`src/rtl/i2c_cond_pkg.sv`:
```
package i2c_cond_pkg;

    localparam int CNT_W  = 5;
    localparam int CTRL_W = CNT_W + 3;

    typedef struct packed {
        logic             rsvd;
        logic             line_scl;
        logic             edge_rise;
        logic [CNT_W-1:0] count;
    } cond_ctrl_t;

    typedef enum logic [1:0] {
        PH_IDLE,
        PH_SETUP,
        PH_HOLD
    } cond_phase_e;

    typedef enum logic {
        OP_START,
        OP_STOP
    } cond_op_e;

    function automatic cond_ctrl_t clean_ctrl(input logic [CTRL_W-1:0] raw);
        cond_ctrl_t c;
        c          = cond_ctrl_t'(raw);
        c.rsvd     = 1'b0;
        c.count[0] = 1'b0;
        return c;
    endfunction

endpackage

```
`src/rtl/i2c_cond_ctrl_reg.sv`:
```
module i2c_cond_ctrl_reg
    import i2c_cond_pkg::*;
(
    input  logic              clk,
    input  logic              rst,
    input  logic              wr_en,
    input  logic [CTRL_W-1:0] wr_data,
    output cond_ctrl_t        ctrl
);

    always_ff @(posedge clk) begin
        if (rst) begin
            ctrl <= '0;
        end else if (wr_en) begin
            ctrl <= clean_ctrl(wr_data);
        end
    end

endmodule

```
`src/rtl/i2c_cond_sequencer.sv`:
```
module i2c_cond_sequencer
    import i2c_cond_pkg::*;
(
    input  logic             clk,
    input  logic             rst,
    input  logic             start_req,
    input  logic             stop_req,
    input  logic [CNT_W-1:0] count,
    output logic             scl_oe,
    output logic             sda_oe,
    output logic             done
);

    cond_phase_e      phase;
    cond_op_e         op;
    logic [CNT_W-1:0] remain;
    logic [CNT_W-1:0] snap;

    always_ff @(posedge clk) begin
        if (rst) begin
            phase  <= PH_IDLE;
            op     <= OP_START;
            remain <= '0;
            snap   <= '0;
            scl_oe <= 1'b0;
            sda_oe <= 1'b0;
            done   <= 1'b0;
        end else begin
            done <= 1'b0;
            unique case (phase)
                PH_IDLE: begin
                    if (start_req) begin
                        op     <= OP_START;
                        phase  <= PH_SETUP;
                        remain <= count;
                        snap   <= count;
                    end else if (stop_req) begin
                        op     <= OP_STOP;
                        phase  <= PH_SETUP;
                        remain <= count;
                        snap   <= count;
                        scl_oe <= 1'b0;
                        sda_oe <= 1'b1;
                    end
                end
                PH_SETUP: begin
                    if (remain == '0) begin
                        phase  <= PH_HOLD;
                        remain <= snap;
                        sda_oe <= (op == OP_START);
                    end else begin
                        remain <= remain - 1'b1;
                    end
                end
                PH_HOLD: begin
                    if (remain == '0) begin
                        phase <= PH_IDLE;
                        done  <= 1'b1;
                        if (op == OP_START) begin
                            scl_oe <= 1'b1;
                        end
                    end else begin
                        remain <= remain - 1'b1;
                    end
                end
                default: phase <= PH_IDLE;
            endcase
        end
    end

endmodule

```
`src/rtl/i2c_line_edge_irq.sv`:
```
module i2c_line_edge_irq #(
    parameter int SYNC_STAGES = 2
) (
    input  logic clk,
    input  logic rst,
    input  logic scl_in,
    input  logic sda_in,
    input  logic line_scl,
    input  logic edge_rise,
    output logic irq
);

    localparam int LINES = 2;
    localparam int HIST  = SYNC_STAGES + 1;

    logic [LINES-1:0] raw;
    logic [HIST-1:0]  chain [LINES];
    logic [LINES-1:0] now_lvl;
    logic [LINES-1:0] old_lvl;

    assign raw = {scl_in, sda_in};

    for (genvar g = 0; g < LINES; g++) begin : g_line
        always_ff @(posedge clk) begin
            if (rst) begin
                chain[g] <= '1;
            end else begin
                chain[g] <= {chain[g][HIST-2:0], raw[g]};
            end
        end
        assign now_lvl[g] = chain[g][SYNC_STAGES-1];
        assign old_lvl[g] = chain[g][SYNC_STAGES];
    end

    logic sel_now;
    logic sel_old;
    logic hit;

    always_comb begin
        sel_now = line_scl ? now_lvl[1] : now_lvl[0];
        sel_old = line_scl ? old_lvl[1] : old_lvl[0];
        hit     = edge_rise ? (sel_now & ~sel_old) : (~sel_now & sel_old);
    end

    always_ff @(posedge clk) begin
        if (rst) begin
            irq <= 1'b0;
        end else begin
            irq <= hit;
        end
    end

endmodule

```
`src/rtl/i2c_cond_timer.sv`:
```
module i2c_cond_timer
    import i2c_cond_pkg::*;
(
    input  logic              clk,
    input  logic              rst,
    input  logic              wr_en,
    input  logic [CTRL_W-1:0] wr_data,
    output logic [CTRL_W-1:0] rd_data,
    input  logic              start_req,
    input  logic              stop_req,
    input  logic              scl_in,
    input  logic              sda_in,
    output logic              scl_oe,
    output logic              sda_oe,
    output logic              done,
    output logic              irq
);

    cond_ctrl_t ctrl;

    i2c_cond_ctrl_reg u_reg (
        .clk     (clk),
        .rst     (rst),
        .wr_en   (wr_en),
        .wr_data (wr_data),
        .ctrl    (ctrl)
    );

    assign rd_data = ctrl;

    i2c_cond_sequencer u_seq (
        .clk       (clk),
        .rst       (rst),
        .start_req (start_req),
        .stop_req  (stop_req),
        .count     (ctrl.count),
        .scl_oe    (scl_oe),
        .sda_oe    (sda_oe),
        .done      (done)
    );

    i2c_line_edge_irq #(.SYNC_STAGES(2)) u_irq (
        .clk       (clk),
        .rst       (rst),
        .scl_in    (scl_in),
        .sda_in    (sda_in),
        .line_scl  (ctrl.line_scl),
        .edge_rise (ctrl.edge_rise),
        .irq       (irq)
    );

endmodule

```
`config.mk`:
```
export PLATFORM = sky130hd
export DESIGN_NAME = i2c_cond_timer
export DESIGN_NICKNAME = d
export VERILOG_FILES = /design/src/rtl/i2c_cond_pkg.sv /design/src/rtl/i2c_cond_ctrl_reg.sv /design/src/rtl/i2c_cond_sequencer.sv /design/src/rtl/i2c_line_edge_irq.sv /design/src/rtl/i2c_cond_timer.sv
export SDC_FILE = /design/constraint.sdc
export NUM_CORES = 1
export LEC_CHECK = 0
export CORE_MARGIN = 10
export CORE_UTILIZATION = 54
export CTS_CLUSTER_SIZE = 24
export DETAILED_ROUTE_END_ITERATION = 8
export PLACE_DENSITY = 0.83
export SLEW_MARGIN = 20
export SYNTH_ARGS = -nofsm -noshare
export SYNTH_HDL_FRONTEND = slang
export SYNTH_SLANG_ARGS = --single-unit
```
`constraint.sdc`:
```
create_clock -name clk -period 2.9 [get_ports clk]
set_input_delay 0.58 -clock clk [delete_from_list [all_inputs] [get_ports clk]]
set_output_delay 0.58 -clock clk [all_outputs]
set_load 0.1 [all_outputs]
```
==> results of run 1 <==
-- cells in the final DEF, fill, tap and decap left out, types with 2 or more instances in the layout --
cell / netlist / layout
nor2_1: 23 / 23
nand2_1: 8 / 8
nand3b_1: 2 / 2
clkdlybuf4s50_1: 0 / 12
buf_4: 4 / 11
mux2i_1: 10 / 10
a221oi_1: 4 / 4
o21a_1: 2 / 2
nor3b_1: 3 / 3
a211oi_1: 3 / 3
nor3_1: 2 / 2
xor2_1: 2 / 2
clkbuf_4: 0 / 3
or2_2: 6 / 6
a21oi_1: 10 / 10
ha_1: 5 / 5
conb_1: 1 / 2
inv_1: 9 / 9
dfxtp_1: 28 / 28
o211ai_1: 4 / 4
o21ai_0: 2 / 2
-- power breakdown --
group          total (uW)  switching (uW)  internal [uW]
sequential            501            54.8            447
combinational         759             482            278
clock                 256             116            140
total                1520             653            864
-- state kept, by name, summed over array words and instances, names as in the netlist --
register      cells
u_seq.op          1
u_seq.done        1
u_seq.phase       2
u_seq.sda_oe      1
u_seq.snap        4
u_seq.remain      5
u_reg.ctrl        6
u_irq.irq         1
u_irq.chain       6
u_seq.scl_oe      1
-- layer usage --
metal	GRT usage	vias up
met2	0.163	28
li1	-	548
met5	0	-
met4	0.0417	0
met3	0.0381	4
met1	0.131	498
-- cells by family (layout without fill, tap and decap cells) --
group / Yosys count / count (layout) / share of synthesized area
flip-flops: 28 / 28 / 0.417
buffers and inverters: 21 / 36 / 0.0819
AND/OR/NAND/NOR: 49 / 49 / 0.180
AO/OA/AOI/OAI: 35 / 35 / 0.184
XOR/XNOR: 2 / 2 / 0.0130
multiplexers: 10 / 10 / 0.0744
adder cells (fa/ha/maj): 5 / 5 / 0.0465
other: 1 / 2 / 0.00279
-- metrics by stage --
| stage | std cells | total power (uW) | worst slack, ns | area (um^2) |
|---|---|---|---|---|
| floorplan | 152 | 1160 | 1.10 | 1350 |
| global placement | 193 | 1230 | 0.742 | 1510 |
| detailed placement | 193 | 1260 | 0.644 | 1510 |
| CTS | 197 | 1520 | 0.840 | 1570 |
| global route | 197 | 1610 | 0.650 | 1570 |
| finish | 197 | 1520 | 0.836 | 1570 |
-- worst min-delay path by stage --
stage,from,to,slack [ns],depth (start not counted)
2_1_floorplan,u_irq.chain[0][0]$_SDFF_PP1_,u_irq.chain[0][1]$_SDFF_PP1_,0.39,1
3_3_place_gp,u_irq.chain[0][0]$_SDFF_PP1_,u_irq.chain[0][1]$_SDFF_PP1_,0.39,1
3_5_place_dp,u_irq.chain[0][0]$_SDFF_PP1_,u_irq.chain[0][1]$_SDFF_PP1_,0.40,1
4_1_cts,u_irq.chain[0][0]$_SDFF_PP1_,u_irq.chain[0][1]$_SDFF_PP1_,0.43,1
5_1_grt,u_irq.chain[1][0]$_SDFF_PP1_,u_irq.chain[1][1]$_SDFF_PP1_,0.45,1
6_report,u_irq.chain[0][0]$_SDFF_PP1_,u_irq.chain[0][1]$_SDFF_PP1_,0.43,1
-- worst max-delay path: stages (launching register included) --
cell and delay, ns:
dfxtp_1 0.37, inv_1 0.08, ha_1 0.23, nor4b_1 0.56
a221o_2 0.39, a21oi_1 0.06, a221oi_1 0.27
-- layout make-up --
cell class / instances / area, um^2
clock inverters: 1 / 30.0
fillers: 190 / 867
well taps: 30 / 37.5
clock buffers: 3 / 22.5
flip-flops and latches: 28 / 561
multi-input cells: 103 / 678
repair buffers: 23 / 203
inverters: 9 / 33.8
==> metrics.txt, run 1 <==
Worst R2R Setup Slack 0.84 ns; H-Tree Depth 1; fin crit share 0.712; Die Ht 69.9 um; Routed WL about 2700 um; worst slew pin tran 0.645 ns; count of nets after finishing 188; via count 1078; Clock Latency Late Sink 0.33 ns; CP endpoint kind flop; leading area contributor after synthesis dfxtp_1; top-area cell type share of the netlist area 0.417; hold-fix buffers at CTS 0; status complete, no violations; fmax 484 MHz; RSZ-0062 raised after global routing no; initial DRC count 56; GRT overflow 0; Main synth FF type dfxtp_1; GP Congestion 0.873; postcts setup bufs 0; DR DRC count 0; crit path to u_seq.remain[2]$_SDFFE_PP0P_; I/O Buffers 22; die area 0.00489 mm^2; TritonCTS Buffers 3; CP Class flop to flop; Max-cap violations 0; synth top area cells dfxtp_1 (42%), mux2i_1 (7.4%), nor2_1 (6.4%); core region area approximately 0.0024 mm^2; Post-DRT Antenna Nets 0; Synth Instances around 150; Worst slew margin 0.564; r2r endpoint u_seq.remain[2]$_SDFFE_PP0P_; Resized Gates After CTS 0; final max-slew violation count 0; Ys Warns 0; routed wl met2 1200 um; synth-to-layout area growth 16.4%; Post-synth EDFFs 0; FF-to-FF Start u_seq.remain[0]$_SDFFE_PP0P_; Yosys cell types 37; # IOs 27; Rows 18; leak pwr around 0.00064 uW; sequential cell area fraction in the yosys report 0.417; PD cells 969 mW/mm^2; share of cells above drive strength 1 0.150; clk root buf clkbuf_4; clock slew at reported path FFs 0.15 ns; Max Buffers Root-to-Sink 2; crit path launch type flop; Worst EP required 3.14 ns; crit-path max FO 10; top-count cell post-synth dfxtp_1; Min-Delay Path Class flop to flop; wire per inst 13.8 um; Chip Width 69.9 um; Sink Count 28; Critical Path Start u_seq.remain[0]$_SDFFE_PP0P_; Hold Slack 0.429 ns; initial antenna violation count 0; CP arrival 2.31 ns; Fin Setup TNS 0 ns; synth cell count leaders dfxtp_1 (28), nor2_1 (23), a21oi_1 (10), mux2i_1 (10), inv_1 (9); Total GRT Usage 0.106; Antenna Cells 0; Seq cells post-synth 28; Syn Std Cell Area 0.00135 mm^2; hpwl dp about 2100 um; vias in the first global route 1047; vias per cell 5.47; Clock Skews 0.00214 ns; Met3 Wirelength 174 um; first-pass GRT wire length 4560 um; Period minus WS final 2.06 ns; met1 WL between 1000 and 1500 um; # setup viols final 0; r2r worst-path depth 6; drt first pass iters 4; Final Util 0.644; Async SR Flop Fraction 0; Peak VDD IR 698 uV; largest net degree at the start of global routing 17; Initial Utilization 0.553; DR top layer met4; syn avg cell area 8.91 um^2; final hold viol count 0; CTS tree yes
Note: power is estimated with default switching activity, not from simulation.
==> run 2, diff against run 1 <==
- CORE_UTILIZATION: 54 -> 45
- PLACE_DENSITY: 0.83 -> 0.74
- clock period: 2.9 -> 1.75 ns (I/O delays scaled with it)
==> metrics.txt, run 2 (same netlist as run 1, synthesis figures left out) <==
CTS tree yes; Sink Count 28; WHS Endpoint u_irq.chain[1][1]$_SDFF_PP1_; placed cell area approximately 0.0018 mm^2; Clock Skews 0.0150 ns; leak pwr 0.000774 uW; status complete, but fails checks; Max Buffers Root-to-Sink 2; final hold viol count 0; drt first pass iters 4; CP arrival 2.02 ns; core region area 0.00281 mm^2; initial DRC count 66; commonest non-fill, non-tap cells in the layout dfxtp_1 (26), nor2_1 (22), buf_4 (21); clk root buf clkbuf_4; synth-to-layout area growth 39.4%; wire per inst around 15 um; # setup viols final 3; TritonCTS Buffers 3; PD cells about 1600 mW/mm^2; r2r endpoint u_seq.remain[0]$_SDFFE_PP0P_; Worst R2R Setup Slack -0.04 ns; M2 GR Usage 0.196; clock slew at reported path FFs 0.16 ns; Worst Hold Launch u_irq.chain[1][0]$_SDFF_PP1_; # IOs 27; worst hold path depth 1; first-pass GRT wire length approximately 5500 um; Total GRT Usage 0.122; GRT overflow 0; GP Congestion 0.855; Top Registers u_irq.chain x6, u_reg.ctrl x6, u_seq.remain x5; failing checks setup timing; met3 Use GR 0.0447; Routed WL 3230 um; Chip Width 74.7 um; via count 1242; Worst EP required 1.97 ns; CP endpoint kind flop; sw frac 0.409; I/O Buffers 22; grt met1 use 0.142; vias per cell 5.67; largest net degree at the start of global routing 21; hold-fix buffers at CTS 0; Switch Pwr 1240 uW; total power around 3000 uW; final max-slew violation count 0; Die Ht 74.7 um; final std cells w/o fill roughly 220; r2r worst-path depth 8; share of cells above drive strength 1 0.277; Int Power 1790 uW; fmax 558 MHz; Period minus WS final between 1.5 and 2 ns; Initial Utilization 0.479; crit-path max FO 7; RSZ-0062 raised after global routing yes; Clock Power Share 0.140; GR peak layer met2; FILL cells 227; vias in the first global route 1214; Final Worst Setup Slack -0.0423 ns; Peak VDD IR roughly 930 uV; hpwl dp 2370 um; Gate power share 0.584; DR DRC count 0; Placed Instances 213; Min-Delay Path Class flop to flop; design area 0.00188 mm^2; FF-to-FF Start u_seq.remain[1]$_SDFFE_PP0P_; Antenna Cells 0; Seq pwr share 0.276; crit path launch type flop; fin crit share 1.02; count of nets after finishing approximately 210; die area roughly 0.0056 mm^2; Max-cap violations 0; CP Class flop to flop; Rows 19; initial antenna violation count 0; H-Tree Depth 1; Clock Latency Late Sink 0.33 ns; Post-DRT Antenna Nets 0; commonest non-fill, non-tap cell in the layout dfxtp_1
run 2: changes by cell type in the layout (fill, tap and decap cells not counted), moves of 2 or more:
cell     change
buf_4       +10
buf_12      +10
inv_2        +2
dfxtp_2      +2
inv_1        -2
dfxtp_1      -2
run 2: layout make-up:
cell class	count	area [um^2]	share of cell area
multi-input cells	104	709	0.378
well taps	31	38.8	0.0207
flip-flops and latches	28	563	0.300
clock inverters	1	30.0	0.0160
clock buffers	3	22.5	0.0120
inverters	9	33.8	0.0180
repair buffers	43	478	0.255
run 2: how the worst max path moves through the flow:
stage | startpoint | endpoint | slack (ns) | cells past startpoint
6_report | u_seq.remain[1]$_SDFFE_PP0P_ | u_seq.remain[0]$_SDFFE_PP0P_ | -0.04 | 8
5_1_grt | u_seq.remain[1]$_SDFFE_PP0P_ | u_seq.remain[1]$_SDFFE_PP0P_ | -0.11 | 7
4_1_cts | u_seq.remain[1]$_SDFFE_PP0P_ | u_seq.remain[1]$_SDFFE_PP0P_ | -0.01 | 7
3_5_place_dp | stop_req | u_seq.remain[1]$_SDFFE_PP0P_ | -0.16 | 6
3_3_place_gp | stop_req | u_seq.remain[1]$_SDFFE_PP0P_ | -0.14 | 6
2_1_floorplan | u_seq.remain[1]$_SDFFE_PP0P_ | u_seq.remain[1]$_SDFFE_PP0P_ | -0.03 | 8
run 2: stage by stage:
| stage | hold WS (ns) | setup slack [ns] | TNS, ns | util |
|---|---|---|---|---|
| floorplan | 0.389 | -0.0257 | -0.0257 | - |
| global placement | 0.393 | -0.139 | -0.382 | 0.641 |
| detailed placement | 0.401 | -0.163 | -0.606 | 0.641 |
| CTS | 0.434 | -0.0146 | -0.0146 | 0.668 |
| global route | 0.446 | -0.111 | -0.428 | 0.669 |
| finish | 0.430 | -0.0423 | -0.0735 | 0.669 |
run 2: worst max-delay path, stage by stage (launching register included):
cell     delay (ns)
dfxtp_2        0.36
inv_2          0.07
ha_4           0.14
or4b_4         0.52
buf_4          0.18
a21oi_1        0.16
nor4_1         0.06
a21oi_1        0.12
nor2_1         0.06
run 2: metal layers:
metal / wire [um] / share of wire
met1: 1450 / 0.45
met2: 1460 / 0.45
met3: 250 / 0.077
met4: 65 / 0.020
met5: 0 / 0
run 2: what timing repair did:
action	CTS	global route
pin swaps	1	2
gates resized for setup	1	1
buffers inserted	1	0
gates cloned	1	0
endpoints found under the setup margin	2	7
run 2: power groups by stage:
| stage | registers (uW) | clock network (uW) | logic, uW |
|---|---|---|---|
| 6_report | 838 | 425 | 1770 |
| 3_5_place_dp | 847 | 0 | 1650 |
| 3_3_place_gp | 840 | 0 | 1600 |
| 5_1_grt | 851 | 462 | 1910 |
| 4_1_cts | 834 | 433 | 1730 |
| 2_1_floorplan | 1010 | 0 | 957 |
